<file path="src/rtl/sic_pkg.sv">
package sic_pkg;
  // Width of a counter that must hold values 0 .. len-1.
  function automatic int sic_cnt_w(input int len);
    return (len < 2) ? 1 : $clog2(len);
  endfunction
endpackage

</file>
<file path="src/rtl/sic_fill_adder.sv">
module sic_fill_adder
  import sic_pkg::*;
#(
  parameter int SCAN_LEN = 64,
  localparam int CNT_W = sic_cnt_w(SCAN_LEN)
) (
  input  logic             clk,
  input  logic             rst,
  input  logic             scan_en,
  output logic [CNT_W-1:0] fill_cnt,
  output logic             fill_pol
);
  localparam logic [CNT_W-1:0] LIMIT = CNT_W'(SCAN_LEN - 1);

  logic se_q;
  logic se_fall;

  assign se_fall = se_q & ~scan_en;

  always_ff @(posedge clk) begin
    if (rst) begin
      se_q     <= 1'b0;
      fill_cnt <= '0;
      fill_pol <= 1'b1;
    end else begin
      se_q <= scan_en;
      if (se_fall) begin
        if (fill_cnt == LIMIT) begin
          fill_cnt <= '0;
          fill_pol <= ~fill_pol;
        end else begin
          fill_cnt <= fill_cnt + 1'b1;
        end
      end
    end
  end

  // one step per falling edge, polarity kept
  a_r3_step: assert property (@(posedge clk) disable iff (rst)
    (se_fall && fill_cnt != LIMIT) |=> (fill_cnt == $past(fill_cnt) + 1'b1) && (fill_pol == $past(fill_pol)));
  // wrap to zero and polarity flip
  a_r4_wrap: assert property (@(posedge clk) disable iff (rst)
    (se_fall && fill_cnt == LIMIT) |=> (fill_cnt == '0) && (fill_pol != $past(fill_pol)));
  // count never moves without a falling edge
  a_r3_hold: assert property (@(posedge clk) disable iff (rst)
    !se_fall |=> $stable(fill_cnt) && $stable(fill_pol));
endmodule

</file>
<file path="src/rtl/sic_down_counter.sv">
module sic_down_counter #(
  parameter int CNT_W = 6
) (
  input  logic             clk,
  input  logic             rst,
  input  logic             scan_en,
  input  logic             tck_en,
  input  logic [CNT_W-1:0] load_val,
  output logic             nonzero
);
  logic [CNT_W-1:0] cnt;

  assign nonzero = (cnt != '0);

  always_ff @(posedge clk) begin
    if (rst) begin
      cnt <= '0;
    end else if (!scan_en) begin
      cnt <= load_val;
    end else if (tck_en && nonzero) begin
      cnt <= cnt - 1'b1;
    end
  end

  // load while scan enable is low
  a_r7_load: assert property (@(posedge clk) disable iff (rst)
    !scan_en |=> cnt == $past(load_val));
  // decrement per enabled test clock
  a_r7_dec: assert property (@(posedge clk) disable iff (rst)
    (scan_en && tck_en && cnt != '0) |=> cnt == $past(cnt) - 1'b1);
  // zero is sticky inside a window
  a_r7_zero: assert property (@(posedge clk) disable iff (rst)
    (scan_en && cnt == '0) |=> cnt == '0);
  // hold when test clock is disabled
  a_r6_cnt_hold: assert property (@(posedge clk) disable iff (rst)
    (scan_en && !tck_en) |=> $stable(cnt));
endmodule

</file>
<file path="src/rtl/sic_shift_reg.sv">
module sic_shift_reg #(
  parameter int NUM_CHAINS = 10
) (
  input  logic                  clk,
  input  logic                  rst,
  input  logic                  shift_en,
  input  logic                  din,
  output logic [NUM_CHAINS-1:0] q
);
  always_ff @(posedge clk) begin
    if (rst) begin
      q <= '0;
    end else if (shift_en) begin
      q <= {q[NUM_CHAINS-2:0], din};
    end
  end

  // each stage takes its lower neighbour
  a_r5_shift: assert property (@(posedge clk) disable iff (rst)
    shift_en |=> q[NUM_CHAINS-1:1] == $past(q[NUM_CHAINS-2:0]));
  // no shift, no change
  a_r6_hold: assert property (@(posedge clk) disable iff (rst)
    !shift_en |=> $stable(q));
endmodule

</file>
<file path="src/rtl/sic_scalable_counter.sv">
module sic_scalable_counter
  import sic_pkg::*;
#(
  parameter int NUM_CHAINS = 10,
  parameter int SCAN_LEN   = 64
) (
  input  logic                  clk,
  input  logic                  rst,
  input  logic                  tck_en,
  input  logic                  scan_en,
  output logic [NUM_CHAINS-1:0] chain_o
);
  localparam int CNT_W = sic_cnt_w(SCAN_LEN);

  logic [CNT_W-1:0] fill_cnt;
  logic             fill_pol;
  logic             cnt_nz;
  logic             fill_bit;
  logic             shift_en;

  assign shift_en = scan_en & tck_en;
  assign fill_bit = cnt_nz ? fill_pol : ~fill_pol;

  sic_fill_adder #(.SCAN_LEN(SCAN_LEN)) u_adder (
    .clk(clk), .rst(rst), .scan_en(scan_en),
    .fill_cnt(fill_cnt), .fill_pol(fill_pol)
  );

  sic_down_counter #(.CNT_W(CNT_W)) u_down (
    .clk(clk), .rst(rst), .scan_en(scan_en), .tck_en(tck_en),
    .load_val(fill_cnt), .nonzero(cnt_nz)
  );

  sic_shift_reg #(.NUM_CHAINS(NUM_CHAINS)) u_sreg (
    .clk(clk), .rst(rst), .shift_en(shift_en), .din(fill_bit), .q(chain_o)
  );

  // fill value while count remains
  a_r2_fill: assert property (@(posedge clk) disable iff (rst)
    (shift_en && cnt_nz) |=> chain_o[0] == $past(fill_pol));
  // complement once the count is exhausted
  a_r2_tail: assert property (@(posedge clk) disable iff (rst)
    (shift_en && !cnt_nz) |=> chain_o[0] != $past(fill_pol));
endmodule

</file>
<file path="config.mk">
export PLATFORM = sky130hd
export DESIGN_NAME = sic_scalable_counter
export DESIGN_NICKNAME = d
export VERILOG_FILES = /design/src/rtl/sic_pkg.sv /design/src/rtl/sic_fill_adder.sv /design/src/rtl/sic_down_counter.sv /design/src/rtl/sic_shift_reg.sv /design/src/rtl/sic_scalable_counter.sv
export SDC_FILE = /design/constraint.sdc
export NUM_CORES = 1
export LEC_CHECK = 0
export BUFFER_PORTS_ARGS = -buffer_cell sky130_fd_sc_hd__buf_2
export CAP_MARGIN = 20
export CORE_UTILIZATION = 49
export CTS_BUF_LIST = sky130_fd_sc_hd__clkbuf_4 sky130_fd_sc_hd__clkbuf_8
export CTS_CLUSTER_SIZE = 20
export DETAILED_ROUTE_END_ITERATION = 6
export GPL_TIMING_DRIVEN = 0
export PLACE_DENSITY = 0.67
export SYNTH_ARGS = -nofsm -noshare
export SYNTH_HDL_FRONTEND = slang
export SYNTH_HIERARCHICAL = 1
export SYNTH_SLANG_ARGS = --single-unit
export TNS_END_PERCENT = 30
</file>
<file path="constraint.sdc">
create_clock -name clk -period 1.8 [get_ports clk]
set_input_delay 0.09 -clock clk [delete_from_list [all_inputs] [get_ports clk]]
set_output_delay 0.09 -clock clk [all_outputs]
set_load 0.03 [all_outputs]
</file>
==> results of run 1 <==
-- flip-flops by register name, summed over array words and instances (netlist names) --
signal	flops
u_sreg/q	10
u_adder/fill_cnt	6
u_down/cnt	6
u_adder/se_q	1
u_adder/fill_pol	1
-- where the power goes --
group,internal (mW),leakage [nW],switching [mW],total (mW)
clock network,0.225,0.0279,0.155,0.380
logic,0.0622,0.296,0.0753,0.137
registers,0.546,0.195,0.0159,0.562
total,0.833,0.519,0.246,1.08
-- worst paths after layout --
kind | from | to | slack (ns) | cells after the start
max reg2reg | u_down/cnt[1] | u_down/cnt[1] | 0.14 | 6
max | u_down/cnt[1] | u_down/cnt[1] | 0.14 | 6
min reg2reg | u_sreg/q[9] | u_sreg/q[9] | 0.51 | 2
min | scan_en | u_adder/se_q | 0.1 | 2
-- Yosys cell counts, types with 2 or more instances --
cell / n / area [um2]
a21oi_1: 3 / 15.0
xnor2_1: 4 / 35.0
xor2_1: 3 / 26.3
mux2i_1: 11 / 110
nor3_1: 5 / 25.0
ha_1: 3 / 37.5
o21ai_0: 3 / 15.0
nand4_1: 2 / 12.5
nor2_1: 21 / 78.8
or3_1: 2 / 12.5
nand2_1: 3 / 11.3
a211oi_1: 7 / 52.6
inv_1: 3 / 11.3
dfxtp_1: 24 / 480
nor2b_1: 2 / 12.5
-- final cells by class --
type / instances / share of cell area [%]
clock buffer: 3 / 1.78
buffer: 3 / 1.48
timing repair buffer: 13 / 5.14
inverter: 3 / 0.890
sequential: 24 / 38.1
clock inverter: 1 / 2.37
tap: 27 / 2.67
multi-input combinational: 83 / 47.6
-- kinds of logic after synthesis --
logic type	Yosys count	share of synthesized area, %
flip-flops	24	43.5
AO/OA/AOI/OAI	18	12.5
adder cells (fa/ha/maj)	3	3.40
AND/OR/NAND/NOR	43	21.3
multiplexers	12	11.0
buffers and inverters	6	2.72
XOR/XNOR	7	5.56
-- through the flow --
stage                     power, mW  hold slack (ns)
after floorplan               0.672            0.155
after global placement        0.700            0.432
after detailed placement      0.706            0.433
after CTS                      1.08           0.0943
after global routing           1.13           0.0927
final                          1.08           0.0952
-- per-layer routing --
metal | vias up | part of all wire (%)
li1 | 430 | -
met1 | 387 | 48
met2 | 10 | 49
met3 | 2 | 2.6
met4 | 0 | 0.75
met5 | - | 0
==> results.sh, run 1 <==
export IMPL_die_x_um=49.5
export IMPL_maxCapViolCount=0
export IMPL_ys_ff_latch=24
export IMPL_drt_iter0_drc=9
export IMPL_synthCells=113
export IMPL_vdd_ir_drop_worst_uv=508
export IMPL_drc=0
export IMPL_io_pins=14
export IMPL_max_clock_freq_ghz=0.601
export IMPL_slew_headroom_pct=72.0
export IMPL_cpPeakStageDelay_ns=0.35
export IMPL_finalHoldViolCount=0
export IMPL_fin_setup_tns_ns=0
export IMPL_wire_per_inst_um=11.9
export IMPL_cts_root_buf="clkbuf_4"
export IMPL_worstPathRequired_ns=2.03
export IMPL_place_area_um2=1200
export IMPL_avgSynthCellArea_um2=9.77
export IMPL_area_growth_pct=14.6
export IMPL_routed_via_count=829
export IMPL_fin_cells=157
export IMPL_power_leakage_nw=0.519
export IMPL_cts_clk_slew_worst_paths_ns=0.13
export IMPL_yosysUniqueCellTypes=32
export IMPL_synth_warnings=6
export IMPL_layout_commonest_cell="dfxtp_1"
export IMPL_synth_area_um2=1100
export IMPL_place_ws_ns=0.0510
export IMPL_clockBufferDepth=2
export IMPL_slew_violations=0
export IMPL_synth_main_ff_cell="dfxtp_1"
export IMPL_core_area_um2=2040
export IMPL_startpoint_type="register"
export IMPL_fillCellCount=208
export IMPL_num_rows=16
export IMPL_final_core_util_pct=61.9
export IMPL_cts_setup_buffers=0
export IMPL_numCtsBuffers=3
export IMPL_syn_num_nets=120
export IMPL_grt_pass1_vias=804
export IMPL_grt_ovfl_total=0
export IMPL_setup_violations=0
export IMPL_diodes=0
export IMPL_insertion_delay_ns=0.30
export IMPL_min_period_ns=1.66
export IMPL_most_common_layout_cells="23 x dfxtp_1, 21 x nor2_1, 13 x buf_2"
export IMPL_grt_max_degree=16
export IMPL_powerDensity_nw_per_um2=853
export IMPL_async_reset_ff_share_pct=0
export IMPL_grt_util_met2_pct=32.2
export IMPL_status="finished, final reports clean"
export IMPL_final_nets=138
export IMPL_port_buffers=13
export IMPL_start_util_pct=54.0
export IMPL_grt_usage_pct=17.9
export IMPL_cts_tree="done"
export IMPL_fin_area_um2=1260
export IMPL_crit_family="compound AO/OA/AOI/OAI gates"
export IMPL_use_met3_pct=2.78
export IMPL_slowest_stage="dfxtp_2"
export IMPL_crit_fanout=4
export IMPL_gp_congestion=0.746
export IMPL_top_usage_layer="met2"
export IMPL_register_area_um2=482
export IMPL_period_share_pct=92.5
export IMPL_cp_buffers_inverters=1
export IMPL_die_area_um2=2450
export IMPL_h_tree_depth=1
export IMPL_path_cells="inv_1, ha_1, or2b_4, o21ai_4, mux2_1, a211oi_2"
export IMPL_place_hpwl_um=1430
export IMPL_dieHeight_um=49.5
export IMPL_gr_usage_met1_pct=21.7
export IMPL_clkSinkCount=24
export IMPL_synth_edf_count=0
export IMPL_vias_per_cell=5.28
export IMPL_fin_ws_ns=0.136
export IMPL_path_class="register to register"
export IMPL_ant_nets=0
export IMPL_cts_repair_resized=0
export IMPL_grt_pass1_wl_um=3390
export IMPL_synth_seq_area_share_pct=43.5
export IMPL_multi_input_area_um2=602
export IMPL_grt_antenna_before_repair=0
export IMPL_rsz0062_at_grt="false"
export IMPL_place_inst=153
export IMPL_postCtsHoldBufs=0
export IMPL_critPathArrivalTime_ns=1.89
export IMPL_fin_skew_ns=0.00243
export IMPL_worstMarginPinSlew_ns=0.420
export IMPL_cp_end_kind="register"
export IMPL_wirelength_um=1880
export IMPL_drive_above_1_share_pct=22.3
export IMPL_dr_pass1_iters=4
export IMPL_hold_class="input pin to register"
No activity file was read; power rests on OpenSTA's default activity.
==> run 2, diff against run 1 <==
Settings changed: ABC_AREA from default to 1.
==> run 2 against run 1 <==
Against the previous run: clock-buffer cell count is the same; critical path type unchanged; synthesized cell count grew 67%; utilization down 1.1 points; first-iteration DRC count grew to 2.6 times the previous value; worst hold slack got worse by 0.063 ns; flip-flop and latch count stayed put; highest routed layer unchanged; sequential power is 4.1% higher; global-route usage up 2.0 points; worst setup slack better by 0.39 ns.
==> results.sh, run 2 <==
export IMPL_maxCapViolCount=0
export IMPL_cp_end_kind="register"
export IMPL_wirelength_um=2340
export IMPL_routed_via_count=1117
export IMPL_register_area_um2=480
export IMPL_max_clock_freq_ghz=0.787
export IMPL_fin_setup_tns_ns=0
export IMPL_synth_area_um2=1240
export IMPL_fin_ws_ns=0.529
export IMPL_final_nets=214
export IMPL_grt_pass1_wl_um=4020
export IMPL_regMostFlops="u_sreg/q"
export IMPL_num_rows=17
export IMPL_wire_per_inst_um=10.0
export IMPL_synthCells=189
export IMPL_path_class="register to register"
export IMPL_slew_violations=0
export IMPL_drive_above_1_share_pct=15.5
export IMPL_power_leakage_nw=0.683
export IMPL_io_pins=14
export IMPL_cts_clk_slew_worst_paths_ns=0.14
export IMPL_p_total_mw=1.21
export IMPL_grt_antenna_before_repair=0
export IMPL_async_reset_ff_share_pct=0
export IMPL_crit_fanout=6
export IMPL_yosysUniqueCellTypes=23
export IMPL_insertion_delay_ns=0.31
export IMPL_setup_violations=0
export IMPL_worstPathRequired_ns=2.06
export IMPL_r2r_start="u_down/cnt[0]"
export IMPL_ant_nets=0
export IMPL_place_ws_ns=0.547
export IMPL_holdPathEnd="u_adder/se_q"
export IMPL_cts_root_buf="clkbuf_4"
export IMPL_slew_headroom_pct=81.3
export IMPL_start_util_pct=54.2
export IMPL_clkSinkCount=24
export IMPL_place_hpwl_um=1720
export IMPL_dr_pass1_iters=4
export IMPL_area_growth_pct=12.3
export IMPL_dieHeight_um=52.4
export IMPL_yosysTopAreaCell="dfxtp_1"
export IMPL_fin_skew_ns=0.00234
export IMPL_fillCellCount=230
export IMPL_finalHoldViolCount=0
export IMPL_die_area_um2=2750
export IMPL_cts_setup_buffers=0
export IMPL_die_x_um=52.4
export IMPL_diodes=0
export IMPL_synth_warnings=6
export IMPL_synth_seq_area_share_pct=38.6
export IMPL_grt_ovfl_total=0
export IMPL_holdPathStages=3
export IMPL_postCtsHoldBufs=0
export IMPL_multi_input_area_um2=621
export IMPL_critPathArrivalTime_ns=1.53
export IMPL_avgSynthCellArea_um2=6.59
export IMPL_drc=0
export IMPL_cts_repair_resized=0
export IMPL_grt_usage_pct=19.9
export IMPL_h_tree_depth=1
export IMPL_hold_class="input pin to register"
export IMPL_rsz0062_at_grt="false"
export IMPL_min_period_ns=1.27
export IMPL_layout_commonest_cell="nand2_1"
export IMPL_most_common_layout_cells="51 x nand2_1, 33 x nor2_1, 29 x inv_1"
export IMPL_core_area_um2=2300
export IMPL_yosysTopAreaCellShare_pct=38.6
export IMPL_port_buffers=13
export IMPL_clockBufferDepth=2
export IMPL_largest_reg_flops=10
export IMPL_synth_edf_count=0
export IMPL_period_share_pct=70.6
export IMPL_vdd_ir_drop_worst_uv=557
export IMPL_status="finished, final reports clean"
export IMPL_hp_start="scan_en"
export IMPL_r2r_slack_ns=0.53
export IMPL_synth_common_cells="51 x nand2_1, 33 x nor2_1, 29 x inv_1"
export IMPL_rr_worst_depth=7
export IMPL_syn_num_nets=196
export IMPL_grt_max_degree=15
export IMPL_critical_path_startpoint="u_down/cnt[0]"
export IMPL_yosys_cell_count_top_type="nand2_1"
export IMPL_drt_iter0_drc=23
export IMPL_powerDensity_nw_per_um2=868
export IMPL_synth_area_top_cells="dfxtp_1 39%, nand2_1 15%, nor2_1 9.9%, inv_1 8.7%, nand3_1 4.8%"
export IMPL_numCtsBuffers=3
export IMPL_grt_pass1_vias=965
export IMPL_synth_main_ff_cell="dfxtp_1"
export IMPL_gp_congestion=0.836
export IMPL_ys_ff_latch=24
export IMPL_startpoint_type="register"
export IMPL_r2r_end="u_down/cnt[5]"
export IMPL_worstMarginPinSlew_ns=0.279
export IMPL_largestRegisters="u_sreg/q (10), u_adder/fill_cnt (6), u_down/cnt (6)"
export IMPL_cts_tree="done"
export IMPL_vias_per_cell=4.77
-- run 2: cell count changes in the layout (fill, tap and decap cells not counted), sizes merged, moves of 2 or more --
cell,before,now
a21oi,3,8
nand2,3,56
nor3,5,1
nor2,21,37
nand3,1,14
mux2i,11,0
nor2b,2,0
a211oi,8,0
inv,3,30
or3,3,0
xnor2,4,0
-- run 2: final cells by class --
type	instances	share of cell area (%)
multi-input combinational	131	44.4
sequential	24	34.4
inverter	31	8.33
timing repair buffer	13	4.66
tap	28	2.51
clock inverter	1	2.15
buffer	3	1.97
clock buffer	3	1.61
-- run 2: worst max-delay path by stage --
stage / to / slack (ns) / cells past startpoint
3_3_place_gp: u_down/cnt[0] / 0.56 / 7
4_1_cts: u_down/cnt[0] / 0.53 / 7
5_1_grt: u_down/cnt[5] / 0.40 / 7
3_5_place_dp: u_down/cnt[0] / 0.55 / 7
6_report: u_down/cnt[5] / 0.53 / 7
2_1_floorplan: u_down/cnt[0] / 0.68 / 7
-- run 2: cell families after synthesis --
group / after synthesis / synth area share [%]
AO/OA/AOI/OAI: 14 / 5.83
XOR/XNOR: 2 / 1.41
adder cells (fa/ha/maj): 3 / 3.02
buffers and inverters: 34 / 11.6
flip-flops: 24 / 38.6
AND/OR/NAND/NOR: 112 / 39.6
-- run 2: critical path, cell delays in order (launching register included) --
cell and delay [ns]:
dfxtp_1 0.36, inv_1 0.10, ha_1 0.23, nand3_2 0.11, nand2_4 0.08, nor2_1 0.14, nand2_1 0.07, a21oi_1 0.11
-- run 2: layer usage --
metal  global-route usage, %  wire length [um]  up-vias
li1                        -                 -      611
met1                    26.2              1230      491
met2                    32.3              1040       13
met3                    2.61                52        2
met4                    8.33                17        0
met5                       0                 0        -
-- run 2: stage by stage --
| stage | hold slack (ns) | instance area (um2) | utilization (%) | std cells |
|---|---|---|---|---|
| 5_1_grt | 0.0323 | 1400 | 60.8 | 234 |
| 3_3_place_gp | 0.359 | 1350 | 58.6 | 230 |
| 2_1_floorplan | 0.159 | 1240 | - | 189 |
| 6_report | 0.0321 | 1400 | 60.8 | 234 |
| 3_5_place_dp | 0.369 | 1350 | 58.6 | 230 |
| 4_1_cts | 0.0250 | 1400 | 60.8 | 234 |
-- run 2: power breakdown --
group	internal, mW	switching, mW
registers	0.560	0.0250
clock network	0.225	0.172
logic	0.0804	0.151
total	0.866	0.348
